===== src/rtl/crc_stream_pkg.sv =====
package crc_stream_pkg;
  localparam int unsigned WORD_W = 32;
  localparam int unsigned LANE_W = 8;
  localparam logic [31:0] POLY_WIDE   = 32'h04C1_1DB7;
  localparam logic [15:0] POLY_NARROW = 16'h1021;

  typedef enum logic [1:0] {
    INIT_ZERO  = 2'd0,
    INIT_ONES  = 2'd1,
    INIT_SEED  = 2'd2,
    INIT_SEED2 = 2'd3
  } init_sel_e;

  typedef struct packed {
    init_sel_e  init_sel;
    logic       crc16;
    logic       bytemode;
    logic       bitrev;
    logic [1:0] endian;
  } crc_cfg_t;
endpackage


===== src/rtl/crc_word_shaper.sv =====
module crc_word_shaper #(
  parameter int unsigned DATA_W = 32,
  parameter int unsigned BYTE_W = 8
) (
  input  logic [DATA_W-1:0] din,
  input  logic [1:0]        swap_code,
  input  logic              bitrev,
  input  logic              bytemode,
  output logic [DATA_W-1:0] shaped
);
  localparam int unsigned NLANE = DATA_W / BYTE_W;
  localparam int unsigned IDX_W = (NLANE > 1) ? $clog2(NLANE) : 1;

  logic [DATA_W-1:0] swapped;
  logic [DATA_W-1:0] mirrored;
  logic [BYTE_W-1:0] low_lane;

  // lane k takes input lane (k xor swap_code): bit 0 swaps inside half-words, bit 1 swaps halves
  for (genvar k = 0; k < NLANE; k++) begin : g_lane
    localparam logic [IDX_W-1:0] K_IDX = IDX_W'(k);
    logic [IDX_W-1:0] src;
    assign src = K_IDX ^ IDX_W'(swap_code);
    assign swapped[k*BYTE_W +: BYTE_W] = din[src*BYTE_W +: BYTE_W];
    for (genvar b = 0; b < BYTE_W; b++) begin : g_bit
      assign mirrored[k*BYTE_W + b] = swapped[k*BYTE_W + (BYTE_W-1-b)];
    end
  end

  for (genvar b = 0; b < BYTE_W; b++) begin : g_low
    assign low_lane[b] = bitrev ? din[BYTE_W-1-b] : din[b];
  end

  // result is top-aligned: the update unit consumes from the MSB down
  always_comb begin
    if (bytemode) begin
      shaped = {low_lane, {(DATA_W-BYTE_W){1'b0}}};
    end else if (bitrev) begin
      shaped = mirrored;
    end else begin
      shaped = swapped;
    end
  end
endmodule


===== src/rtl/crc_update_unit.sv =====
module crc_update_unit #(
  parameter int unsigned DATA_W    = 32,
  parameter int unsigned BYTE_W    = 8,
  parameter int unsigned CRC_W     = 32,
  parameter logic [31:0] POLY_W    = 32'h04C1_1DB7,
  parameter logic [15:0] POLY_H    = 16'h1021
) (
  input  logic [CRC_W-1:0]  crc_in,
  input  logic [DATA_W-1:0] data,
  input  logic              narrow,
  input  logic              bytemode,
  output logic [CRC_W-1:0]  crc_next
);
  localparam int unsigned HALF_W = CRC_W / 2;

  function automatic logic [CRC_W-1:0] step(input logic [CRC_W-1:0] c,
                                            input logic d,
                                            input logic sel16);
    logic fb;
    logic [CRC_W-1:0] r;
    if (sel16) begin
      fb = c[HALF_W-1] ^ d;
      r  = {{HALF_W{1'b0}}, c[HALF_W-2:0], 1'b0};
      if (fb) r[HALF_W-1:0] = r[HALF_W-1:0] ^ POLY_H[HALF_W-1:0];
    end else begin
      fb = c[CRC_W-1] ^ d;
      r  = {c[CRC_W-2:0], 1'b0};
      if (fb) r = r ^ POLY_W[CRC_W-1:0];
    end
    return r;
  endfunction

  logic [DATA_W:0][CRC_W-1:0] stage;
  assign stage[0] = crc_in;

  for (genvar gi = 0; gi < DATA_W; gi++) begin : g_step
    assign stage[gi+1] = step(stage[gi], data[DATA_W-1-gi], narrow);
  end

  assign crc_next = bytemode ? stage[BYTE_W] : stage[DATA_W];
endmodule


===== src/rtl/crc_stream_engine.sv =====
module crc_stream_engine
  import crc_stream_pkg::*;
#(
  parameter int unsigned DATA_W = WORD_W,
  parameter int unsigned BYTE_W = LANE_W
) (
  input  logic              clk,
  input  logic              rst_n,
  input  logic              cfg_we,
  input  logic [1:0]        cfg_endian,
  input  logic              cfg_bitrev,
  input  logic              cfg_bytemode,
  input  logic              cfg_crc16,
  input  logic [1:0]        cfg_init_sel,
  input  logic              start,
  input  logic              seed_we,
  input  logic [DATA_W-1:0] seed_data,
  input  logic              din_valid,
  input  logic [DATA_W-1:0] din_data,
  output logic [DATA_W-1:0] crc_out
);
  localparam int unsigned HALF_W = DATA_W / 2;

  crc_cfg_t          cfg_q, cfg_d;
  logic [DATA_W-1:0] seed_q, seed_d;
  logic [DATA_W-1:0] crc_q, crc_d;
  logic [DATA_W-1:0] shaped;
  logic [DATA_W-1:0] crc_upd;
  logic [DATA_W-1:0] init_val;
  logic              crc_en;

  crc_word_shaper #(.DATA_W(DATA_W), .BYTE_W(BYTE_W)) u_shaper (
    .din       (din_data),
    .swap_code (cfg_q.endian),
    .bitrev    (cfg_q.bitrev),
    .bytemode  (cfg_q.bytemode),
    .shaped    (shaped)
  );

  crc_update_unit #(
    .DATA_W (DATA_W),
    .BYTE_W (BYTE_W),
    .CRC_W  (DATA_W),
    .POLY_W (POLY_WIDE),
    .POLY_H (POLY_NARROW)
  ) u_update (
    .crc_in   (crc_q),
    .data     (shaped),
    .narrow   (cfg_q.crc16),
    .bytemode (cfg_q.bytemode),
    .crc_next (crc_upd)
  );

  always_comb begin
    unique case (cfg_q.init_sel)
      INIT_ZERO: init_val = '0;
      INIT_ONES: init_val = '1;
      default:   init_val = seed_q;
    endcase
  end

  assign crc_en = seed_we | start | din_valid;

  always_comb begin
    cfg_d  = cfg_q;
    seed_d = seed_q;
    crc_d  = crc_q;
    if (cfg_we) begin
      cfg_d = '{init_sel: init_sel_e'(cfg_init_sel), crc16: cfg_crc16,
                bytemode: cfg_bytemode, bitrev: cfg_bitrev, endian: cfg_endian};
    end
    if (seed_we) begin
      seed_d = seed_data;
      crc_d  = seed_data;
    end else if (start) begin
      crc_d  = init_val;
    end else if (din_valid) begin
      crc_d  = crc_upd;
    end
  end

  always_ff @(posedge clk or negedge rst_n) begin
    if (!rst_n) begin
      cfg_q  <= '0;
      seed_q <= '0;
      crc_q  <= '0;
    end else begin
      if (cfg_we)  cfg_q  <= cfg_d;
      if (seed_we) seed_q <= seed_d;
      if (crc_en)  crc_q  <= crc_d;
    end
  end

  assign crc_out = cfg_q.crc16 ? {{HALF_W{1'b0}}, crc_q[HALF_W-1:0]} : crc_q;
endmodule


===== config.mk =====
export PLATFORM = sky130hd
export DESIGN_NAME = crc_stream_engine
export DESIGN_NICKNAME = d
export VERILOG_FILES = /design/src/rtl/crc_stream_pkg.sv /design/src/rtl/crc_word_shaper.sv /design/src/rtl/crc_update_unit.sv /design/src/rtl/crc_stream_engine.sv
export SDC_FILE = /design/constraint.sdc
export NUM_CORES = 1
export LEC_CHECK = 0
export BUFFER_PORTS_ARGS = -buffer_cell sky130_fd_sc_hd__buf_4
export CAP_MARGIN = 10
export CORE_MARGIN = 2
export CORE_UTILIZATION = 48
export DETAILED_ROUTE_END_ITERATION = 10
export PLACE_DENSITY = 0.7
export SKIP_CTS_REPAIR_TIMING = 1
export SYNTH_ARGS = -nofsm -noshare
export SYNTH_HDL_FRONTEND = slang
export SYNTH_SLANG_ARGS = --single-unit

===== constraint.sdc =====
create_clock -name clk -period 9.9 [get_ports clk]
set_input_delay 1.98 -clock clk [delete_from_list [all_inputs] [get_ports clk]]
set_output_delay 1.98 -clock clk [all_outputs]
set_load 0.02 [all_outputs]

After elaboration in Yosys (flattened, before gate mapping)
Cells that the tools add are included.

word-level totals
  flip-flop bits (word level) = 71
  bits in latches = 0
  RAM bits = 0
  bits in read-only memories = 0
  input bits = 77
  output and inout bits = 32
  word-level logic and storage cells = 260
  memories kept = 0

operators by class
  add/sub/neg operators = 0
  multiply operators = 0
  div/mod/pow operators = 0
  order comparisons = 0
  equality and inequality tests = 1
  shifts and indexed selects = 4
  muxes and demuxes = 112
  bitwise logic cells = 133
  reduce and logical (&&, ||, !) cells = 3

operator list
  operator              count
  $mux W32              39
  $mux W27              32
  $not A14 Y14          32
  $mux W13              32
  $shiftx A32 B6 Y8     4
  $not A3 Y3            32
  $pmux W32 S2          1
  $xor A1 B1 Y1         64
  $mux W1               8
  $reduce_bool A3 Y1    1
  $eq A2 B1 Y1 const B  1
  $logic_not A2 Y1      1
  $not A1 Y1            2
  $not A2 Y2            1
  $or A1 B1 Y1          2
  $reduce_and A2 Y1     1

Longest topological paths before layout
Gate-level depths: netlist of run 1.

  depth after elaboration = 104
  gate-level depth with buffers = 24
  depth with buffers taken out = 18

Hierarchy
From an unflattened synthesis of run 1, not the netlist that was laid out.

unflattened totals
  cells, all modules = 1467
  area total of the unflattened synthesis = 13127.6 sq um

modules (own cells, without submodules)
  module             times used  cells an instance  area each (sq um)  sequential area each (sq um)
  crc_update_unit    1           919                8139.1             0.0
  crc_stream_engine  1           367                3593.4             1776.7
  crc_word_shaper    1           181                1395.1             0.0

Least setup slack after synthesis of run 1
OpenSTA, ideal clock, no wires.

  kind = input-to-reg
  from = in din_data[4]
  to = reg crc_q[13]
  library setup time = 67 ps
  arrival time = 7460 ps
  required time = 9833 ps
  slack = 2373 ps
  stages = 18
  path buffers = 0
  path through = mux4_2 > mux4_2 > xnor2_4 > nor4_1 > o21a_1 > xnor2_2 > xnor3_1 > nor2_2 > xnor2_4 > xnor3_1 > and2_1 > xnor2_1 > xnor2_1 > xnor3_1 > xnor3_1 > a2111oi_0 > a41oi_1 > nand2_1

between the ends
  longest elaborated chain between the ends = 84
  elaborated cells on any way between the ends = 180
  classes of those cells = shift (4); mux (94); bitwise (82)

RTL lines
  element                                      RTL line                                      RTL
  from (decl)                                  crc_stream_engine.sv:19                       input logic [DATA_W-1:0] din_data,
  $shiftx A32 B6 Y8                            crc_word_shaper.sv:23                         assign swapped[k*BYTE_W +: BYTE_W] = din[src*BYTE_W +: BYTE_W];
  $mux W32                                     crc_word_shaper.sv:37                         end else if (bitrev) begin
  $mux W32 (*)                                 crc_word_shaper.sv:35                         if (bytemode) begin
  $xor A1 B1 Y1                                crc_update_unit.sv:26                         fb = c[CRC_W-1] ^ d;
  $mux W27                                     crc_update_unit.sv:28                         if (fb) r = r ^ POLY_W[CRC_W-1:0];
  $mux W32                                     crc_update_unit.sv:21                         if (sel16) begin
  $not A14 Y14 (no source line)                n/a
  $mux W27                                     crc_update_unit.sv:28
  (+68 left out)                               n/a
  $mux W27 / $mux W13 (equally long branches)  crc_update_unit.sv:28, crc_update_unit.sv:24
  $mux W32                                     crc_update_unit.sv:21
  $mux W27                                     crc_update_unit.sv:28
  $mux W32                                     crc_update_unit.sv:21
  $mux W32 (*)                                 crc_update_unit.sv:40                         assign crc_next = bytemode ? stage[BYTE_W] : stage[DATA_W];
  $mux W32 (*)                                 crc_stream_engine.sv:77                       end else if (din_valid) begin
  $mux W32 (*)                                 crc_stream_engine.sv:75                       end else if (start) begin
  $mux W32 (*)                                 crc_stream_engine.sv:72                       if (seed_we) begin
  to (signal assigned)                         crc_stream_engine.sv:90                       if (crc_en) crc_q <= crc_d;
  to (decl)                                    crc_stream_engine.sv:26                       logic [DATA_W-1:0] crc_q, crc_d;

Mark *: on every way between the ends. The rest lies on a longest branch, timed or not. The select of a mux whose other input is x is not followed.
A chain may end at the register's enable or synchronous reset.

Final worst setup path of run 1
  from = in din_data[4]
  to = reg crc_q[12]

between the ends
  longest elaborated chain between the ends = 85
  elaborated cells on any way between the ends = 185
  classes of those cells = shift (4); mux (95); bitwise (86)

RTL lines
  element                                                            RTL line
  $shiftx A32 B6 Y8                                                  crc_word_shaper.sv:23
  $mux W32                                                           crc_word_shaper.sv:37
  $mux W32 (*)                                                       crc_word_shaper.sv:35
  parallel branches: the longest is 78 deep, another holds $mux W32  n/a
  $mux W32 (*)                                                       crc_update_unit.sv:40
  $mux W32 (*)                                                       crc_stream_engine.sv:77
  $mux W32 (*)                                                       crc_stream_engine.sv:75
  $mux W32 (*)                                                       crc_stream_engine.sv:72

Every way passes the cells marked *. The select of a mux whose other input is x is not followed.

==> results of run 1 <==
[state kept, by name, summed over array words and instances, names as in the netlist]
| register | count |
|---|---|
| cfg_q | 7 |
| seed_q | 32 |
| crc_q | 32 |
[layer usage]
| metal | global-route usage [%] | vias to the layer above | part of all wire [%] |
|---|---|---|---|
| met2 | 50.6 | 532 | 45 |
| met4 | 10.4 | 0 | 3.5 |
| met3 | 3.72 | 78 | 8.2 |
| met1 | 46.2 | 5269 | 43 |
| li1 | - | 4730 | - |
| met5 | 0 | - | 0 |
[how the worst min path moves through the flow]
stage	from	endpoint	slack, ps	cells after the start
finish	cfg_q[5]$_DFFE_PN0P_	cfg_q[5]$_DFFE_PN0P_	500	1
global route	seed_q[21]$_DFFE_PN0P_	seed_q[21]$_DFFE_PN0P_	510	1
CTS	seed_q[21]$_DFFE_PN0P_	seed_q[21]$_DFFE_PN0P_	500	1
global placement	seed_q[21]$_DFFE_PN0P_	seed_q[21]$_DFFE_PN0P_	480	1
detailed placement	seed_q[21]$_DFFE_PN0P_	seed_q[21]$_DFFE_PN0P_	490	1
floorplan	cfg_q[5]$_DFFE_PN0P_	cfg_q[5]$_DFFE_PN0P_	470	1
[through the flow]
stage / area (um2) / util, %
floorplan: 12500 / -
global placement: 13300 / 52.6
detailed placement: 13300 / 52.6
CTS: 13600 / 53.8
global route: 13600 / 53.8
finish: 13600 / 53.8
[worst max-delay path: cells and delay by family]
family,cells,cell delay (ps)
XOR/XNOR,9,3160
multiplexers,4,1760
AO/OA/AOI/OAI,3,840
AND/OR/NAND/NOR,2,810
buffers and inverters,1,130
[cell families (layout without fill, tap and decap cells)]
logic type / count (synthesis) / count (layout) / share of synthesized area [%]
compound gates: 279 / 279 / 15.0
xor+xnor: 424 / 424 / 40.8
buf+inv: 116 / 169 / 5.20
flops: 71 / 71 / 14.3
mux: 122 / 122 / 13.3
simple gates: 301 / 301 / 11.5
[final cells by class]
type,count,area (um2)
Clock buffer,9,225
Tap cell,330,413
Clock inverter,7,62.6
Multi-Input combinational cell,1126,10000
Sequential cell,71,1780
Inverter,14,52.6
Fill cell,2269,11700
Timing Repair Buffer,139,1040
[cells in the final DEF, fill, tap and decap left out, types with 47 or more instances in the layout]
| cell | instances |
|---|---|
| sky130_fd_sc_hd__xnor3_1 | 69 |
| sky130_fd_sc_hd__o21ai_0 | 58 |
| sky130_fd_sc_hd__mux2i_1 | 47 |
| sky130_fd_sc_hd__dfrtp_1 | 67 |
| sky130_fd_sc_hd__nand2_1 | 93 |
| sky130_fd_sc_hd__buf_4 | 139 |
| sky130_fd_sc_hd__xnor2_1 | 247 |
| sky130_fd_sc_hd__a21oi_1 | 85 |
| sky130_fd_sc_hd__nor2_1 | 86 |
| sky130_fd_sc_hd__xor2_1 | 78 |
==> key figures, run 1 <==
Run status
  • Status: complete, no violations

Critical path
  • Destination of the critical timing path: crc_q[12]$_DFFE_PN0P_
  • Maximum fanout along the worst path: 8
  • CP Cell Sequence: buf_4 -> mux4_2 -> mux4_2 -> xnor2_4 -> nor4_1 -> o21a_1 -> xnor2_2 -> xor2_2 -> nor2_1 -> mux2_2 -> xnor2_1 -> xnor2_1 -> xnor3_1 -> mux2i_1 -> xnor3_1 -> xnor2_1 -> xnor3_1 -> o311ai_1 -> a21oi_1
  • Crit end category: flop
  • Crit Reg-Reg Startpoint: cfg_q[1]$_DFFE_PN0P_
  • Reg2reg setup slack: 1960 ps
  • Crit-path max cell delay: 720 ps
  • Reg-to-reg critical path endpoint: crc_q[12]$_DFFE_PN0P_
  • Critical path startpoint: din_data[4]
  • Launching element type of the critical path: input port
  • Class of the most critical setup path: in -> reg
  • Required time at the endpoint of the critical path: ~10000 ps
  • FF-to-FF path depth: 19
  • Crit-path slowest cell: sky130_fd_sc_hd__nor4_1
  • Data arrival time at the worst-slack endpoint: 8700 ps

Clock tree
  • Clock tree sinks: 71
  • TritonCTS clock tree: built
  • Number of H-tree levels: 3
  • Clock-pin slew on the worst setup and hold paths: 70 ps
  • Clock buffers created by TritonCTS: 9
  • Number of buffers on the longest clock path: 2
  • Library cell used as clock root buffer: sky130_fd_sc_hd__clkbuf_16
  • Clock insertion delay at the later pin of the skew report: 350 ps

Die
  • Core footprint: 25300 um2
  • Top-level I/O count: 109
  • Full die area: 27300 um2
  • Die X-Extent: around 170 um
  • Effective utilization at floorplan: 49.2%
  • Row count: 58
  • Die H: 165 um

Logic synthesis
  • Post-synthesis cell type count: 92
  • Per-instance average area after synthesis: 9.49 um2
  • Synth top area share: between 10% and 20%
  • Number of flops mapped to enable cells by yosys: 0
  • Sequential area share after synthesis: ~14%
  • Library cell with the highest instance count after synthesis: sky130_fd_sc_hd__xnor2_1
  • Most numerous cell types in the synthesized netlist: sky130_fd_sc_hd__xnor2_1, sky130_fd_sc_hd__nand2_1, sky130_fd_sc_hd__nor2_1
  • Synthesized cell area: 12500 um2
  • Cell type with the largest total area after synthesis: sky130_fd_sc_hd__xnor2_1
  • Number of register bits inferred by synthesis: 71
  • Flip-flop cell with the highest count after synthesis: sky130_fd_sc_hd__dfrtp_1
  • Cell types with the largest area share after synthesis: sky130_fd_sc_hd__xnor2_1, sky130_fd_sc_hd__dfrtp_1, sky130_fd_sc_hd__xnor3_1
  • Proportion of synthesized flip-flops having asynchronous set or reset: 100%
  • Warnings from Yosys: 0
  • Synth Instances: 1313
  • Post-synth net total: 1390

STA
  • Normalized max-slew margin: 30.5%
  • Setup WS post-layout: 1420 ps
  • Accumulated negative setup slack: 0 ps
  • Clock period minus worst slack: 8480 ps
  • Final setup vio count: 0
  • Number of endpoints with negative hold slack in the final report: 0
  • Worst Hold Slack: 502 ps
  • Maximum clock frequency: 0.118 GHz
  • Tcrit/Tclk final: 85.6%
  • Max-slew violation count: 0
  • Setup repair after global routing missed its margin: false
  • Fin Clk Skew: between 10 and 15 ps
  • Tightest Pin Transition: 1040 ps

Routing
  • First-pass detailed-route iteration total: 7
  • Iter 0 DRT Violations: 1329
  • Total length of routed wires: 43.1 mm
  • Residual DRC count: 0
  • Antenna Nets Post-Route: 0
  • Via density per instance: 6.26
  • Vias: about 11000
  • Per-cell routed wire length: 25.4 um

Layout
  • Signed area change from the synthesized netlist to the final layout: 9.28%
  • Share of layout cells above drive strength 1: roughly a fifth
  • Ant. Diodes: 0
  • Final #Nets: 1438
  • Final cell count without fillers: 1696

GRT
  • Via count of the first global-routing pass: around 10000
  • Initial antenna violation count: 0
  • First-pass GRT wire length: 64.7 mm
  • Aggregate global-route resource usage: 32.2%
  • Total grt overflow: 0
  • Maximum number of pins on one net before global-route repair: a little over 70

Min path
  • Tightest Hold Check Type: reg -> reg

Placed design
  • RD Place Congestion: 1.01
  • Worst slack at placement: 1140 ps
  • Count of port buffers added during placement: 108
  • Dpl hpwl: 34.0 mm
  • Placed cells: between 1500 and 2000

Job
  • Max-cap violations: 0
Power of run 1 is not shown: default switching activity piles up to over one toggle a cycle in this logic, so the estimate is an artifact.
==> run 2, diff against run 1 <==
Settings changed: GPL_TIMING_DRIVEN from default to 0.
==> key figures, run 2 (same netlist as run 1, synthesis figures left out) <==
Routing
  • First-pass detailed-route iteration total: 6
  • Vias: 11200
  • Per-cell routed wire length: between 20 and 30 um
  • Iter 0 DRT Violations: between 1000 and 1500
  • Antenna Nets Post-Route: 0
  • Residual DRC count: 0
  • Via density per instance: between 6 and 7
  • Total length of routed wires: 46.3 mm

Layout
  • Area of all placed cells without fillers: 14000 um2
  • Signed area change from the synthesized netlist to the final layout: 12.2%
  • Largest registers ranked by flip-flop count: crc_q x32, seed_q x32, cfg_q x7
  • Ant. Diodes: 0
  • Share of layout cells above drive strength 1: about a fifth
  • Leading cell types in the layout, fill and taps excluded: sky130_fd_sc_hd__xnor2_1, sky130_fd_sc_hd__buf_4, sky130_fd_sc_hd__nand2_1
  • Most frequent standard cell in the layout excluding fill and tap cells: sky130_fd_sc_hd__xnor2_1
  • Final #Nets: 1508

Die
  • Full die area: 27300 um2
  • Die H: 165 um
  • Core footprint: 25300 um2
  • Die X-Extent: approximately 170 um
  • Top-level I/O count: about 110
  • Row count: 58
  • Effective utilization at floorplan: 49.2%

GRT
  • Initial antenna violation count: 0
  • Via count of the first global-routing pass: 10700
  • First-pass GRT wire length: 68.6 mm
  • Maximum number of pins on one net before global-route repair: 72
  • Aggregate global-route resource usage: 34.3%
  • Total grt overflow: 0

STA
  • Final setup vio count: 0
  • Tcrit/Tclk final: 89.3%
  • Fin Clk Skew: about 13 ps
  • Number of endpoints with negative hold slack in the final report: 0
  • Max-slew violation count: 0
  • Maximum clock frequency: 0.113 GHz
  • Setup repair after global routing missed its margin: false
  • Accumulated negative setup slack: 0 ps
  • Tightest Pin Transition: between 1000 and 1500 ps
  • Clock period minus worst slack: 8840 ps
  • Normalized max-slew margin: 16.0%

Critical path
  • Data arrival time at the worst-slack endpoint: 9050 ps
  • Class of the most critical setup path: in -> reg
  • Required time at the endpoint of the critical path: 10110 ps
  • Crit Reg-Reg Startpoint: cfg_q[1]$_DFFE_PN0P_
  • Maximum fanout along the worst path: 10
  • Launching element type of the critical path: input port
  • Crit end category: flop
  • Reg2reg setup slack: between 2000 and 2500 ps
  • Critical path startpoint: din_data[4]

Clock tree
  • Library cell used as clock root buffer: sky130_fd_sc_hd__clkbuf_16
  • Number of H-tree levels: 3
  • Clock insertion delay at the later pin of the skew report: 350 ps
  • Clock buffers created by TritonCTS: 9
  • Clock-pin slew on the worst setup and hold paths: 60 ps
  • Clock tree sinks: 71
  • Number of buffers on the longest clock path: 2
  • TritonCTS clock tree: built

Placed design
  • Area post-placement: roughly 14000 um2
  • RD Place Congestion: between 1 and 1.5
  • Dpl hpwl: 37.6 mm
  • Count of port buffers added during placement: 106

Run status
  • Status: complete, no violations

Job
  • Max-cap violations: 0

Min path
  • Hold path start: seed_q[17]$_DFFE_PN0P_
  • Tightest Hold Check Type: reg -> reg
-- run 2: cell types whose count changed in the layout (fill, tap and decap cells not counted), sizes merged --
cell,delta
clkbuf,+47
bufinv,+1
clkinv,+3
inv,-3
buf,+24
clkinvlp,-2
-- run 2: path summary, 6_finish.rpt --
| check | endpoint | cells past startpoint |
|---|---|---|
| max | crc_q[14]$_DFFE_PN0P_ | 19 |
| min | seed_q[17]$_DFFE_PN0P_ | 1 |
| max reg2reg | crc_q[14]$_DFFE_PN0P_ | 20 |
| min reg2reg | seed_q[17]$_DFFE_PN0P_ | 1 |
| max in group asynchronous | cfg_q[0]$_DFFE_PN0P_ | 1 |
| min in group asynchronous | seed_q[0]$_DFFE_PN0P_ | 1 |
-- run 2: layout make-up --
type / instances / area, um2
repair buffers: 107 / 801
clock buffers: 10 / 239
flip-flops and latches: 71 / 1780
fillers: 2248 / 11300
inverters: 14 / 52.6
plain buffers: 102 / 596
multi-input cells: 1126 / 10000
well taps: 330 / 413
clock inverters: 6 / 68.8
-- run 2: worst max-delay path, cell delays in order --
cell and delay (ps):
sky130_fd_sc_hd__buf_4 140, sky130_fd_sc_hd__mux4_2 510, sky130_fd_sc_hd__mux4_2 650, sky130_fd_sc_hd__xnor2_4 250, sky130_fd_sc_hd__nor4_1 750, sky130_fd_sc_hd__o21a_1 310, sky130_fd_sc_hd__xnor2_2 210, sky130_fd_sc_hd__xor2_2 380
sky130_fd_sc_hd__xor2_1 130, sky130_fd_sc_hd__xnor3_1 340, sky130_fd_sc_hd__mux2_2 420, sky130_fd_sc_hd__nor3_4 580, sky130_fd_sc_hd__xnor3_1 640, sky130_fd_sc_hd__xnor2_1 430, sky130_fd_sc_hd__nand3_1 130, sky130_fd_sc_hd__mux2_2 320
sky130_fd_sc_hd__and4_1 200, sky130_fd_sc_hd__o31ai_1 520, sky130_fd_sc_hd__a21oi_1 140
-- run 2: metrics by stage --
step	worst slack [ps]	utilization [%]	hold WS, ps	cells
2_1_floorplan	2370	-	473	1313
3_3_place_gp	882	54.0	488	1749
3_5_place_dp	939	54.0	493	1750
4_1_cts	1240	55.2	508	1766
5_1_grt	844	55.2	519	1766
6_report	1060	55.2	508	1766
-- run 2: routing by layer --
metal | routed length, um | up-vias | share of wire (%) | global-route usage (%)
met5 | 0 | - | 0 | 0
met4 | 1980 | 0 | 4.3 | 11.9
met3 | 4880 | 125 | 11 | 5.39
met2 | 20700 | 757 | 45 | 54.5
met1 | 18700 | 5451 | 40 | 47.6
li1 | - | 4885 | - | -
Power of run 2 is left out for the same reason.
==> run 3, diff against run 2 <==
Settings changed: CTS_BUF_LIST from default to sky130_fd_sc_hd__clkbuf_16.
==> key figures, run 3 (same netlist as run 1, synthesis figures left out) <==
Placed design
  • Count of port buffers added during placement: 106
  • Area post-placement: around 14000 um2
  • RD Place Congestion: just over 1
  • Dpl hpwl: 37.6 mm

STA
  • Tcrit/Tclk final: 89.8%
  • Clock period minus worst slack: between 8000 and 9000 ps
  • Final setup vio count: 0
  • Normalized max-slew margin: roughly 19%
  • Maximum clock frequency: approximately 0.11 GHz
  • Tightest Pin Transition: about 1200 ps
  • Accumulated negative setup slack: 0 ps
  • Number of endpoints with negative hold slack in the final report: 0
  • Fin Clk Skew: 10.6 ps
  • Max-slew violation count: 0
  • Setup repair after global routing missed its margin: false

Routing
  • Vias: 11300
  • Iter 0 DRT Violations: between 1500 and 2000
  • First-pass detailed-route iteration total: 5
  • Antenna Nets Post-Route: 0
  • Via density per instance: 6.38
  • Per-cell routed wire length: around 26 um
  • Total length of routed wires: 46.3 mm
  • Residual DRC count: 0

Run status
  • Status: complete, no violations

Layout
  • Most frequent standard cell in the layout excluding fill and tap cells: sky130_fd_sc_hd__xnor2_1
  • Largest registers ranked by flip-flop count: crc_q x32, seed_q x32, cfg_q x7
  • Leading cell types in the layout, fill and taps excluded: sky130_fd_sc_hd__xnor2_1, sky130_fd_sc_hd__buf_4, sky130_fd_sc_hd__nand2_1
  • Ant. Diodes: 0
  • Area of all placed cells without fillers: 14000 um2
  • Final #Nets: 1508
  • Signed area change from the synthesized netlist to the final layout: 12.2%
  • Share of layout cells above drive strength 1: between 10% and 20%
  • Final core occ: 55.2%

Critical path
  • Required time at the endpoint of the critical path: slightly above 10000 ps
  • Crit Reg-Reg Startpoint: cfg_q[1]$_DFFE_PN0P_
  • Class of the most critical setup path: in -> reg
  • Crit end category: flop
  • Crit-path max cell delay: roughly 770 ps
  • Maximum fanout along the worst path: 10
  • Data arrival time at the worst-slack endpoint: approximately 9100 ps
  • CP Cell Sequence: buf_4 -> mux4_2 -> mux4_2 -> xnor2_4 -> nor4_1 -> o21a_1 -> xnor2_2 -> xor2_2 -> xor2_1 -> xnor3_1 -> mux2_2 -> nor3_4 -> xnor3_1 -> xnor2_1 -> nand3_1 -> mux2_2 -> and4_1 -> o31ai_1 -> a21oi_1
  • Launching element type of the critical path: input port
  • Reg2reg setup slack: ~2100 ps
  • FF-to-FF path depth: 20
  • Reg-to-reg critical path endpoint: crc_q[14]$_DFFE_PN0P_
  • Crit-path slowest cell: sky130_fd_sc_hd__nor4_1

GRT
  • Met1 Track Usage GR: 47.8%
  • Maximum number of pins on one net before global-route repair: just over 70
  • First-pass GRT wire length: 68.6 mm
  • Global-route layer with the greatest usage: met2
  • Via count of the first global-routing pass: around 11000
  • GR Layer Usage met3: 5.34%
  • Total grt overflow: 0
  • Met2 Use GR: 54.7%
  • Aggregate global-route resource usage: 34.3%
  • Initial antenna violation count: 0

Job
  • Max-cap violations: 0

Clock tree
  • Clock-pin slew on the worst setup and hold paths: 60 ps
  • Clock insertion delay at the later pin of the skew report: 340 ps
  • TritonCTS clock tree: built
  • Library cell used as clock root buffer: sky130_fd_sc_hd__clkbuf_16
  • Number of H-tree levels: 3
  • Number of buffers on the longest clock path: 2
  • Clock tree sinks: 71
  • Clock buffers created by TritonCTS: 9

Min path
  • Hold path start: seed_q[17]$_DFFE_PN0P_
  • Min-Delay Endpoint: seed_q[17]$_DFFE_PN0P_
  • Number of cells on the worst hold path: 1
  • Tightest Hold Check Type: reg -> reg

Die
  • Row count: between 50 and 60
  • Die H: 165 um
  • Top-level I/O count: 109
  • Core footprint: 25300 um2
  • Effective utilization at floorplan: 49.2%
  • Full die area: about 27000 um2
  • Die X-Extent: 165 um
==> run 3: area by class of cell <==
class | instances | area (um2)
fillers | 2250 | 11300
clock inverters | 7 | 72.6
plain buffers | 102 | 596
clock buffers | 9 | 225
multi-input cells | 1126 | 10000
repair buffers | 107 | 801
inverters | 14 | 52.6
well taps | 330 | 413
flip-flops and latches | 71 | 1780
==> run 3: metrics by stage <==
stage / setup slack (ps) / std cells / hold slack (ps)
floorplan: 2370 / 1313 / 473
global placement: 882 / 1749 / 488
detailed placement: 939 / 1750 / 493
CTS: 1240 / 1766 / 508
global route: 844 / 1766 / 519
finish: 1010 / 1766 / 510
==> run 3: layer usage <==
layer,share of wire (%),vias up
met2,45,755
met5,0,-
met4,4.2,0
met3,9.8,124
li1,-,4882
met1,41,5512
==> run 3: how the worst max path moves through the flow <==
| stage | start | end | slack (ps) |
|---|---|---|---|
| global placement | din_data[4] | crc_q[14]$_DFFE_PN0P_ | 880 |
| floorplan | din_data[4] | crc_q[13]$_DFFE_PN0P_ | 2370 |
| detailed placement | din_data[4] | crc_q[13]$_DFFE_PN0P_ | 940 |
| CTS | din_data[4] | crc_q[14]$_DFFE_PN0P_ | 1240 |
| finish | din_data[4] | crc_q[14]$_DFFE_PN0P_ | 1010 |
| global route | din_data[4] | crc_q[14]$_DFFE_PN0P_ | 840 |
==> run 3: critical path: cells and delay by family <==
family,cells,cell delay (ps)
xor+xnor,7,2390
mux,4,1900
simple gates,4,1700
compound gates,3,970
buf+inv,1,130
Power of run 3 is left out for the same reason.
